<file path="config.mk">
export PLATFORM = sky130hd
export DESIGN_NAME = adc_rd_seq
export DESIGN_NICKNAME = d
export VERILOG_FILES = /design/src/rtl/adc_seq_pkg.sv /design/src/rtl/adc_sync.sv /design/src/rtl/adc_pacer.sv /design/src/rtl/adc_bus_quiet.sv /design/src/rtl/adc_word_asm.sv /design/src/rtl/adc_rd_seq.sv
export SDC_FILE = /design/constraint.sdc
export NUM_CORES = 1
export LEC_CHECK = 0
export ABC_AREA = 1
export BUFFER_PORTS_ARGS = -buffer_cell sky130_fd_sc_hd__buf_2
export CAP_MARGIN = 20
export CORE_ASPECT_RATIO = 1.2
export CORE_MARGIN = 2
export CORE_UTILIZATION = 40
export CTS_CLUSTER_SIZE = 28
export DETAILED_ROUTE_END_ITERATION = 7
export GPL_ROUTABILITY_DRIVEN = 0
export GPL_TIMING_DRIVEN = 0
export PLACE_DENSITY = 0.58
export SKIP_CTS_REPAIR_TIMING = 1
export SLEW_MARGIN = 40
export SYNTH_ARGS = -nofsm -noshare
export SYNTH_HDL_FRONTEND = slang
export SYNTH_SLANG_ARGS = --single-unit
</file>
<file path="constraint.sdc">
create_clock -name clk -period 3.54 [get_ports clk]
set_clock_uncertainty 0.15 [all_clocks]
set_input_delay 0 -clock clk [delete_from_list [all_inputs] [get_ports clk]]
set_output_delay 0 -clock clk [all_outputs]
set_load 0.01 [all_outputs]
</file>
<file path="src/rtl/adc_seq_pkg.sv">
package adc_seq_pkg;
   typedef enum logic [3:0] {
      S_IDLE,
      S_SETUP,
      S_CONV,
      S_WBUSY,
      S_DLY,
      S_RD1,
      S_GAP,
      S_RD2,
      S_FIN
   } seq_state_t;
endpackage

</file>
<file path="src/rtl/adc_sync.sv">
module adc_sync #(
   parameter int STAGES = 2
) (
   input  logic clk,
   input  logic rst_n,
   input  logic din,
   output logic dout
);
   generate
      if (STAGES == 0) begin : g_direct
         assign dout = din;
      end else begin : g_chain
         logic [STAGES-1:0] sh;
         always_ff @(posedge clk or negedge rst_n) begin
            if (!rst_n) sh <= '0;
            else if (STAGES == 1) sh <= din;
            else sh <= {sh[STAGES-2:0], din};
         end
         assign dout = sh[STAGES-1];
      end
   endgenerate
endmodule

</file>
<file path="src/rtl/adc_pacer.sv">
module adc_pacer #(
   parameter int PW = 16
) (
   input  logic          clk,
   input  logic          rst_n,
   input  logic          en,
   input  logic [PW-1:0] period,
   output logic          tick
);
   logic [PW-1:0] cnt;
   logic [PW:0]   nxt;

   assign nxt  = {1'b0, cnt} + (PW+1)'(1);
   assign tick = en && (nxt >= {1'b0, period});

   always_ff @(posedge clk or negedge rst_n) begin
      if (!rst_n)    cnt <= '0;
      else if (!en)  cnt <= '0;
      else if (tick) cnt <= '0;
      else           cnt <= nxt[PW-1:0];
   end

   // a tick never repeats on back-to-back cycles unless the period is one or zero
   a_r9_tick_spacing: assert property (@(posedge clk) disable iff (!rst_n)
      (tick && en && period > PW'(1)) |=> !tick);
endmodule

</file>
<file path="src/rtl/adc_bus_quiet.sv">
module adc_bus_quiet #(
   parameter int LIMIT = 16,
   localparam int QW = $clog2(LIMIT + 1)
) (
   input  logic          clk,
   input  logic          rst_n,
   input  logic          cs_n,
   input  logic          rd_n,
   input  logic          byte_sel,
   output logic [QW-1:0] calm_cnt,
   output logic          calm_ok
);
   localparam logic [QW-1:0] TOP = QW'(LIMIT);

   logic p_cs, p_rd, p_byte;
   logic edge_now;

   assign edge_now = (cs_n != p_cs) || (rd_n != p_rd) || (byte_sel != p_byte);
   assign calm_ok  = (calm_cnt == TOP) && !edge_now;

   always_ff @(posedge clk or negedge rst_n) begin
      if (!rst_n) begin
         p_cs     <= 1'b1;
         p_rd     <= 1'b1;
         p_byte   <= 1'b0;
         calm_cnt <= TOP;
      end else begin
         p_cs   <= cs_n;
         p_rd   <= rd_n;
         p_byte <= byte_sel;
         if (edge_now)            calm_cnt <= '0;
         else if (calm_cnt != TOP) calm_cnt <= calm_cnt + QW'(1);
      end
   end

   // the calm counter restarts after any bus edge
   a_r7_calm_restart: assert property (@(posedge clk) disable iff (!rst_n)
      ($changed(rd_n) || $changed(cs_n) || $changed(byte_sel)) |=> (calm_cnt == '0));
endmodule

</file>
<file path="src/rtl/adc_word_asm.sv">
module adc_word_asm #(
   parameter int DW = 16,
   localparam int HW = DW / 2
) (
   input  logic          clk,
   input  logic          rst_n,
   input  logic          full,
   input  logic          cap_first,
   input  logic          cap_second,
   input  logic          publish,
   input  logic [DW-1:0] bus,
   output logic          valid,
   output logic [DW-1:0] data
);
   logic [DW-1:0] word;

   always_ff @(posedge clk or negedge rst_n) begin
      if (!rst_n) begin
         word  <= '0;
         data  <= '0;
         valid <= 1'b0;
      end else begin
         valid <= publish;
         if (cap_first) begin
            if (full) word <= bus;
            else      word[DW-1:HW] <= bus[DW-1:HW];
         end
         if (cap_second) word[HW-1:0] <= bus[DW-1:HW];
         if (publish)    data <= word;
      end
   end

   // the result strobe lasts one cycle
   a_r8_valid_pulse: assert property (@(posedge clk) disable iff (!rst_n)
      valid |=> !valid);
endmodule

</file>
<file path="src/rtl/adc_rd_seq.sv">
module adc_rd_seq
   import adc_seq_pkg::*;
#(
   parameter int DW           = 16,
   parameter int PW           = 16,
   parameter int CS_SU_CYC    = 3,
   parameter int QUIET_CYC    = 16,
   parameter int CONV_LO_CYC  = 6,
   parameter int CONV_LO_MAX  = 49,
   parameter int DATA_DLY_CYC = 5,
   parameter int RD_LO_CYC    = 4,
   parameter int RD_HI_CYC    = 4,
   parameter int BYTE_SU_CYC  = 2,
   parameter int BYTE_SP_CYC  = 7,
   parameter int BUSY_SYNC    = 2
) (
   input  logic          clk,
   input  logic          rst_n,
   input  logic          start_req,
   input  logic          auto_en,
   input  logic [PW-1:0] period_cyc,
   input  logic          byte_mode,
   input  logic          busy,
   input  logic [DW-1:0] db,
   output logic          conv_n,
   output logic          cs_n,
   output logic          rd_n,
   output logic          byte_sel,
   output logic          smp_valid,
   output logic [DW-1:0] smp_data,
   output logic          overrun
);
   localparam int LEAD_CYC = (CS_SU_CYC > QUIET_CYC) ? CS_SU_CYC : QUIET_CYC;
   localparam int SPAN = LEAD_CYC + CONV_LO_MAX + DATA_DLY_CYC + RD_LO_CYC
                       + RD_HI_CYC + BYTE_SU_CYC + BYTE_SP_CYC;
   localparam int CW = $clog2(SPAN + 1);
   localparam int QW = $clog2(LEAD_CYC + 1);

   localparam logic [CW-1:0] K_CONV = CW'(CONV_LO_CYC - 1);
   localparam logic [CW-1:0] K_DLY  = CW'(DATA_DLY_CYC - 1);
   localparam logic [CW-1:0] K_RDLO = CW'(RD_LO_CYC - 1);
   localparam logic [CW-1:0] K_BYUP = CW'(RD_HI_CYC - 1);
   localparam logic [CW-1:0] K_RD2  = CW'(RD_HI_CYC + BYTE_SU_CYC - 1);
   localparam logic [CW-1:0] K_FIN  = CW'(BYTE_SP_CYC - 1);

   generate
      if (DW < 2 || (DW % 2) != 0) begin : g_bad_dw
         $error("DW must be even and at least 2");
      end
      if (CONV_LO_CYC < 1 || CONV_LO_CYC > CONV_LO_MAX) begin : g_bad_conv
         $error("CONV_LO_CYC out of range");
      end
      if (DATA_DLY_CYC < 1 || RD_LO_CYC < 1 || RD_HI_CYC < 1 ||
          BYTE_SU_CYC < 1 || BYTE_SP_CYC < 1 || CS_SU_CYC < 1) begin : g_bad_tim
         $error("timing counts must be at least one");
      end
      if (BUSY_SYNC < 0 || BUSY_SYNC > 3) begin : g_bad_sync
         $error("BUSY_SYNC must be 0..3");
      end
   endgenerate

   seq_state_t    state;
   logic [CW-1:0] cnt;
   logic          seen_q;
   logic          mode_q;
   logic          tick, trig;
   logic          busy_s;
   logic          calm_ok;
   logic [QW-1:0] calm_cnt;
   logic          cap_first, cap_second, publish;

   adc_sync #(.STAGES(BUSY_SYNC)) u_sync (
      .clk(clk), .rst_n(rst_n), .din(busy), .dout(busy_s)
   );

   adc_pacer #(.PW(PW)) u_pace (
      .clk(clk), .rst_n(rst_n), .en(auto_en), .period(period_cyc), .tick(tick)
   );

   adc_bus_quiet #(.LIMIT(LEAD_CYC)) u_quiet (
      .clk(clk), .rst_n(rst_n), .cs_n(cs_n), .rd_n(rd_n), .byte_sel(byte_sel),
      .calm_cnt(calm_cnt), .calm_ok(calm_ok)
   );

   adc_word_asm #(.DW(DW)) u_asm (
      .clk(clk), .rst_n(rst_n), .full(!mode_q), .cap_first(cap_first),
      .cap_second(cap_second), .publish(publish), .bus(db),
      .valid(smp_valid), .data(smp_data)
   );

   assign trig = start_req || tick;

   always_comb begin
      cap_first  = (state == S_RD1) && (cnt == K_RDLO);
      cap_second = (state == S_RD2) && (cnt == K_RDLO);
      publish    = (state == S_FIN) && (cnt == K_FIN);
   end

   always_ff @(posedge clk or negedge rst_n) begin
      if (!rst_n) begin
         state    <= S_IDLE;
         cnt      <= '0;
         seen_q   <= 1'b0;
         mode_q   <= 1'b0;
         conv_n   <= 1'b1;
         cs_n     <= 1'b1;
         rd_n     <= 1'b1;
         byte_sel <= 1'b0;
         overrun  <= 1'b0;
      end else begin
         overrun <= trig && (state != S_IDLE);
         unique case (state)
            S_IDLE: begin
               if (trig) begin
                  cs_n   <= 1'b0;
                  mode_q <= byte_mode;
                  state  <= S_SETUP;
               end
            end
            S_SETUP: begin
               if (calm_ok) begin
                  conv_n <= 1'b0;
                  cnt    <= '0;
                  seen_q <= 1'b0;
                  state  <= S_CONV;
               end
            end
            S_CONV: begin
               seen_q <= seen_q | busy_s;
               if (cnt == K_CONV) begin
                  conv_n <= 1'b1;
                  cnt    <= '0;
                  state  <= S_WBUSY;
               end else begin
                  cnt <= cnt + CW'(1);
               end
            end
            S_WBUSY: begin
               seen_q <= seen_q | busy_s;
               if (seen_q && !busy_s) begin
                  cnt   <= '0;
                  state <= S_DLY;
               end
            end
            S_DLY: begin
               if (cnt == K_DLY) begin
                  rd_n  <= 1'b0;
                  cnt   <= '0;
                  state <= S_RD1;
               end else begin
                  cnt <= cnt + CW'(1);
               end
            end
            S_RD1: begin
               if (cnt == K_RDLO) begin
                  rd_n  <= 1'b1;
                  cnt   <= '0;
                  state <= mode_q ? S_GAP : S_FIN;
               end else begin
                  cnt <= cnt + CW'(1);
               end
            end
            S_GAP: begin
               if (cnt == K_BYUP) byte_sel <= 1'b1;
               if (cnt == K_RD2) begin
                  rd_n  <= 1'b0;
                  cnt   <= '0;
                  state <= S_RD2;
               end else begin
                  cnt <= cnt + CW'(1);
               end
            end
            S_RD2: begin
               if (cnt == K_RDLO) begin
                  rd_n  <= 1'b1;
                  cnt   <= '0;
                  state <= S_FIN;
               end else begin
                  cnt <= cnt + CW'(1);
               end
            end
            S_FIN: begin
               if (cnt == K_FIN) begin
                  cs_n     <= 1'b1;
                  byte_sel <= 1'b0;
                  cnt      <= '0;
                  state    <= S_IDLE;
               end else begin
                  cnt <= cnt + CW'(1);
               end
            end
            default: state <= S_IDLE;
         endcase
      end
   end

   // conversion starts only with chip select already low
   a_r2_cs_leads_conv: assert property (@(posedge clk) disable iff (!rst_n)
      $fell(conv_n) |-> (!cs_n && $past(!cs_n)));

   // sampling edge follows a full quiet window
   a_r7_quiet_before_conv: assert property (@(posedge clk) disable iff (!rst_n)
      $fell(conv_n) |-> (calm_cnt >= QW'(QUIET_CYC)));

   // no read while the converter reports busy
   a_r4_no_read_busy: assert property (@(posedge clk) disable iff (!rst_n)
      $fell(rd_n) |-> (!busy_s && !cs_n));

   // word-mode sequences keep byte select low
   a_r5_word_no_byte: assert property (@(posedge clk) disable iff (!rst_n)
      (!mode_q && !cs_n) |-> !byte_sel);

   // byte select does not move during a read
   a_r6_byte_stable: assert property (@(posedge clk) disable iff (!rst_n)
      (!rd_n && $past(!rd_n)) |-> $stable(byte_sel));

   // the result appears as chip select is released
   a_r8_valid_cs_high: assert property (@(posedge clk) disable iff (!rst_n)
      smp_valid |-> (cs_n && $past(!cs_n)));

   // a dropped request only happens during a sequence
   a_r10_overrun_busy: assert property (@(posedge clk) disable iff (!rst_n)
      overrun |-> $past(!cs_n));
endmodule

</file>
Yosys cells after proc, flatten, opt, wreduce, memory -nomap -nowiden:

Cells that the tools add are included.

* bits of input ports: 38
* logic and storage cells: 125
* output and inout bits: 22
* flip-flop bits (word level): 77

* bitwise operators: 1
* eq/ne operators: 29
* order comparisons: 1
* reduce and logical (&&, ||, !) cells: 34
* multiplexer cells: 38
* add/subtract/negate cells: 3

Operator list (count)
* 2-to-1 mux 7 bit: 6
* case mux 7 bit (6 select lines): 1
* 2-to-1 mux 4 bit: 10
* case mux 4 bit (9 select lines): 1
* 2-to-1 mux 16 bit: 2
* 2-to-1 mux 8 bit: 3
* equality test 7 x 3 -> 1 bit, second input constant: 3
* adder 16 x 1 -> 17 bit, second input constant: 1
* >= comparator 17 x 16 -> 1 bit: 1
* equality test 4 x 3 -> 1 bit, second input constant: 4
* != test 2 bit, second input constant: 7
* AND reduction 3 bit: 4
* nonzero test 2 bit: 6
* 2-to-1 mux 5 bit: 2
* != test 2 x 1 -> 1 bit, second input constant: 5
* AND reduction 9 bit: 1
* equality test 4 x 2 -> 1 bit, second input constant: 2
* 2-to-1 mux 1 bit: 8
* case mux 1 bit (2 select lines): 4
* adder 7 x 1 -> 7 bit, second input constant: 1
* equality test 7 x 2 -> 1 bit, second input constant: 1
* logical AND 1 bit: 7
* AND reduction 2 bit: 3
* nonzero test 6 bit: 1
* 15 further kinds: 22

Logic depth before layout (Yosys ltp):

* depth after elaboration: 7
* mapped depth: 23
* gate-level depth less buffers: 23

Modules after synthesis:

A second synthesis with hierarchy kept.

* cells, all modules: 580
* area, all modules: 4611.9 um^2

By module, submodules not included
* adc_pacer: area each 1467.7 um^2, times used 1, seq. area each 400.4 um^2, cells an instance 195
* adc_word_asm: area each 1398.8 um^2, times used 1, seq. area each 825.8 um^2, cells an instance 155
* adc_rd_seq: area each 1296.2 um^2, times used 1, seq. area each 454.2 um^2, cells an instance 181
* adc_bus_quiet: area each 399.1 um^2, times used 1, seq. area each 203.9 um^2, cells an instance 47
* adc_sync: area each 50.0 um^2, times used 1, seq. area each 50.0 um^2, cells an instance 2

Least setup slack after synthesis:

Ideal clock, no wire load.

* path type: register to register
* start point: register u_pace.cnt[0]
* end point: register mode_q
* data arrival time: 2.537 ns
* cell stages (with the launch flop): 22
* required time: 3.274 ns
* period minus slack after synthesis: 2.804 ns
* setup slack: 0.736 ns
* cells stage by stage: dfrtp_1 > ha_1 > nand2_1 > nor2_4 > nand2_1 > nor3_4 > nand2_1 > xor2_1 > inv_1 > ha_1 > a21oi_1 > nor2_1 > nor2_1 > nand2_1 > nor2_1 > nand3_4 > nand2_4 > nand2_1 > nand2_1 > inv_2 > nand2_1 > nand2_1

* word-level cells in the longest chain between the ends: 5

RTL lines
* start: declaration: line adc_pacer.sv:10 `logic [PW-1:0] cnt;`
* start signal: assignment: line adc_pacer.sv:20 `else cnt <= nxt[PW-1:0];`
* adder 16 x 1 -> 17 bit: line adc_pacer.sv:13 `assign nxt = {1'b0, cnt} + (PW+1)'(1);`
* >= comparator 17 x 16 -> 1 bit: line adc_pacer.sv:14 `assign tick = en && (nxt >= {1'b0, period});`
* logical AND 1 bit: line adc_pacer.sv:14
* logical OR 1 bit: line adc_rd_seq.sv:91 `assign trig = start_req || tick;`
* AND reduction 2 bit (no line)
* end signal: assignment: line adc_rd_seq.sv:116 `mode_q <= byte_mode;`
* end: declaration: line adc_rd_seq.sv:65 `logic mode_q;`

No other way between the ends.
A chain may end at the register's enable or synchronous reset.

Worst setup path after layout:

Same ends and word-level chain as after synthesis.

==> metrics.json <==
{
  "path_max_fanout": 7,
  "yosys_register_bits": 77,
  "routed-via-count": 3515,
  "die_y_um": 117,
  "design.final.nets": 673,
  "postRouteWirelength_um": 9460,
  "post-dp-hpwl_um": 6900,
  "start_util_pct": 40.7,
  "first_global_vias": 3465,
  "setup.worst_path.start_class": "flop",
  "net_switching_fraction_of_the_power_pct": 35.9,
  "highest_count_cells_in_the_layout_ignoring_fill_and_taps": "sky130_fd_sc_hd__nand2_1 (104), sky130_fd_sc_hd__inv_1 (82), sky130_fd_sc_hd__dfrtp_1 (71)",
  "cts_tree": "done",
  "crit_path_end_kind": "flop",
  "worst_slew_pin_slew_ns": 0.717,
  "std_cell_rows": 41,
  "cp_top_family": "simple AND/OR/NAND/NOR gates",
  "yosysTopAreaCell": "sky130_fd_sc_hd__dfrtp_1",
  "initialDrtViolationCount": 149,
  "edff_count_synth": 0,
  "grt_pass1_wl_um": 15400,
  "ctsHtreeMaxLevel": 3,
  "slew_headroom_pct": 52.0,
  "path_cells": "ha_1 > nand2_1 > nor2_4 > nand2_1 > nor3_4 > nand2_1 > xor2_2 > inv_1 > ha_1 > a21oi_1 > nor2_1 > nor2_1 > nand2_1 > nor2_1 > nand3_4 > nand2_4 > nand2_1 > nand2_1 > inv_2 > nand2_1 > nand2_1",
  "grt_start_max_net_pins": 62,
  "timing.critical_path.mode_cell": "sky130_fd_sc_hd__nand2_1",
  "min_path_type": "in -> async",
  "full_die_area_um2": 11400,
  "syn-num-nets": 577,
  "synthDominantCellAreaShare_pct": 41.9,
  "detail_route.wl_per_cell_um": 12.7,
  "pin_count": 60,
  "leakage_power_nw": 2.75,
  "path_clk_slew_ns": 0.07,
  "worst-path-buf-inv": 2,
  "insertion_delay_ns": 0.33,
  "run_status": "finished, final reports clean",
  "cp.required_ns": 3.62,
  "synth_cells": 516,
  "finalCoreUtilization_pct": 50.6,
  "layout_commonest_cell": "sky130_fd_sc_hd__nand2_1",
  "critPathArrivalTime_ns": 3.33,
  "period_utilization_post_route_pct": 92.0,
  "share_seq_of_total_power_pct": 39.6,
  "synth_top_cells_by_area": "sky130_fd_sc_hd__dfrtp_1 (42%), sky130_fd_sc_hd__nand2_1 (9.2%), sky130_fd_sc_hd__inv_1 (7.3%), sky130_fd_sc_hd__ha_1 (6.8%), sky130_fd_sc_hd__nor2_1 (4.8%)",
  "globalRoute.totalOverflow": 0,
  "drt.antenna.violating_nets": 0,
  "share_comb_of_total_power_pct": 30.4,
  "power.switching_mw": 1.07,
  "root_buffer": "sky130_fd_sc_hd__clkbuf_16",
  "power.density_nw_per_um2": 563,
  "synthesis_to_layout_area_growth_pct": 24.2,
  "track_usage_pct": 16.7,
  "peakVddDrop_mv": 0.398,
  "tritoncts.num_buffers": 9,
  "place_worst_setup_slack_ns": 0.247,
  "clockBufferDepth": 2,
  "antenna_fix_cells": 0,
  "internal_power_of_the_cells_mw": 1.90,
  "synth_async_sr_flop_share_pct": 100,
  "layout-drive-gt1-share_pct": 22.9,
  "dr.pass1.iters": 4,
  "initial_antenna_violation_count": 0,
  "yosysUniqueCellTypes": 43,
  "mean_instance_size_in_the_synthesized_netlist_um2": 8.22,
  "main_flop_type_after_synthesis": "sky130_fd_sc_hd__dfrtp_1",
  "die_width_um": 98.0,
  "critical-path-slowest-cell": "sky130_fd_sc_hd__dfrtp_1",
  "via_per_inst": 4.71,
  "pwr-share-clk_pct": 29.9,
  "synth_area_um2": 4240,
  "layout_setup_ws_ns": 0.282,
  "hold_viol_final": 0,
  "yosysWarnings": 0,
  "place.port_buffers": 59,
  "slew_violations": 0,
  "route.detailed.drc": 0,
  "timing.max_cap.violations": 0,
  "setup_viol": 0,
  "fin_crit_ns": 3.26,
  "clock_sink_count": 77,
  "critical-path-max-stage-delay_ns": 0.40,
  "core-area_um2": 10400,
  "synth_seq_area_share_pct": 45.6,
  "max_clock_freq_ghz": 0.307,
  "criticalPathCategory": "reg -> reg"
}
-- area by class of cell --
| cell class | instances | area (µm²) |
|---|---|---|
| clock inverter | 7 | 61.3 |
| buffer | 7 | 38.8 |
| clock buffer | 9 | 225 |
| timing repair buffer | 85 | 572 |
| sequential | 77 | 1930 |
| inverter | 94 | 353 |
| tap | 129 | 161 |
| fill | 995 | 5150 |
| multi-input combinational | 338 | 1920 |
-- worst register-to-register path: stages, from the launching register on --
cell                      delay, ns
sky130_fd_sc_hd__dfrtp_1       0.40
sky130_fd_sc_hd__ha_1          0.20
sky130_fd_sc_hd__nand2_1       0.09
sky130_fd_sc_hd__nor2_4        0.16
sky130_fd_sc_hd__nand2_1       0.15
sky130_fd_sc_hd__nor3_4        0.26
sky130_fd_sc_hd__nand2_1       0.13
sky130_fd_sc_hd__xor2_2        0.17
sky130_fd_sc_hd__inv_1         0.07
sky130_fd_sc_hd__ha_1          0.29
sky130_fd_sc_hd__a21oi_1       0.14
sky130_fd_sc_hd__nor2_1        0.05
sky130_fd_sc_hd__nor2_1        0.11
sky130_fd_sc_hd__nand2_1       0.07
sky130_fd_sc_hd__nor2_1        0.16
sky130_fd_sc_hd__nand3_4       0.16
sky130_fd_sc_hd__nand2_4       0.12
sky130_fd_sc_hd__nand2_1       0.05
sky130_fd_sc_hd__nand2_1       0.08
sky130_fd_sc_hd__inv_2         0.04
sky130_fd_sc_hd__nand2_1       0.05
sky130_fd_sc_hd__nand2_1       0.05
-- registers in the layout, indices dropped and copies added (netlist names) --
signal             flops
u_quiet.p_byte         1
u_asm.word            16
overrun                1
u_quiet.calm_cnt       5
u_quiet.p_rd           1
seen_q                 1
u_sync.g_chain.sh      2
mode_q                 1
rd_n                   1
state                  4
u_asm.data            16
u_pace.cnt            16
cnt                    7
u_asm.valid            1
cs_n                   1
byte_sel               1
conv_n                 1
u_quiet.p_cs           1
-- worst paths after layout --
check                                                 end  cells after the start  slack (ns)                      startpoint
max                                    mode_q$_DFFE_PN0P_                     21        0.28         u_pace.cnt[0]$_DFF_PN0_
min                            u_asm.word[10]$_DFFE_PN0P_                      3        0.04                           rst_n
max reg2reg                            mode_q$_DFFE_PN0P_                     21        0.28         u_pace.cnt[0]$_DFF_PN0_
min reg2reg                u_sync.g_chain.sh[1]$_DFF_PN0_                      0        0.21  u_sync.g_chain.sh[0]$_DFF_PN0_
max in group asynchronous        u_pace.cnt[13]$_DFF_PN0_                      3        2.10                           rst_n
min in group clk                  u_pace.cnt[7]$_DFF_PN0_                      8        0.17                  period_cyc[15]
-- through the flow --
stage                     hold slack (ns)  area [µm²]  TNS, ns  std cells  power, mW
after global placement            -0.0375        4700        0        704       2.04
after detailed placement           -0.306        4730        0        705       2.07
after CTS                          -0.670        5020        0        721       2.96
final                              0.0437        5270        0        746       2.97
after global routing               0.0933        5270  -0.0297        746       3.18
after floorplan                    -0.446        4240        0        516       1.82
-- per-layer routing --
layer | share of wire [%] | global-route usage (%)
met5 | 0 | 0
met2 | 52 | 30.5
met1 | 43 | 19.8
met4 | 2.0 | 5.74
met3 | 2.9 | 3.27
-- logic make-up (layout without fill, tap and decap cells) --
group | count (synthesis) | after routing | synth area share (%)
simple gates | 228 | 228 | 25.9
buf+inv | 101 | 202 | 9.24
flops | 77 | 77 | 45.6
compound gates | 75 | 75 | 9.83
fa+ha+maj | 23 | 23 | 6.79
xor+xnor | 12 | 12 | 2.66
-- cell usage after synthesis, types with 2 or more instances --
| master | n |
|---|---|
| sky130_fd_sc_hd__nor2_2 | 10 |
| sky130_fd_sc_hd__ha_1 | 23 |
| sky130_fd_sc_hd__nor2_1 | 54 |
| sky130_fd_sc_hd__xnor2_1 | 2 |
| sky130_fd_sc_hd__nand3_2 | 2 |
| sky130_fd_sc_hd__buf_2 | 4 |
| sky130_fd_sc_hd__inv_2 | 12 |
| sky130_fd_sc_hd__xor2_1 | 9 |
| sky130_fd_sc_hd__nand3_4 | 2 |
| sky130_fd_sc_hd__nand3_1 | 13 |
| sky130_fd_sc_hd__a21oi_2 | 2 |
| sky130_fd_sc_hd__nand2_1 | 104 |
| sky130_fd_sc_hd__nand4_1 | 5 |
| sky130_fd_sc_hd__o21ai_1 | 5 |
| sky130_fd_sc_hd__a21oi_1 | 20 |
| sky130_fd_sc_hd__dfrtp_1 | 71 |
| sky130_fd_sc_hd__nor3_1 | 15 |
| sky130_fd_sc_hd__dfstp_2 | 6 |
| sky130_fd_sc_hd__o22ai_1 | 8 |
| sky130_fd_sc_hd__nand2_2 | 7 |
| sky130_fd_sc_hd__inv_1 | 82 |
| sky130_fd_sc_hd__clkbuf_1 | 2 |
| sky130_fd_sc_hd__nor2_4 | 6 |
| sky130_fd_sc_hd__o21ai_0 | 33 |
-- power groups by stage --
stage	Sequential, mW	Clock (mW)	Combinational (mW)
final	1.17	0.888	0.903
after global routing	1.20	0.938	1.04
after CTS	1.18	0.903	0.884
after detailed placement	1.19	0	0.880
after global placement	1.19	0	0.848
after floorplan	1.18	0	0.642
No activity file was read; power rests on OpenSTA's default activity.
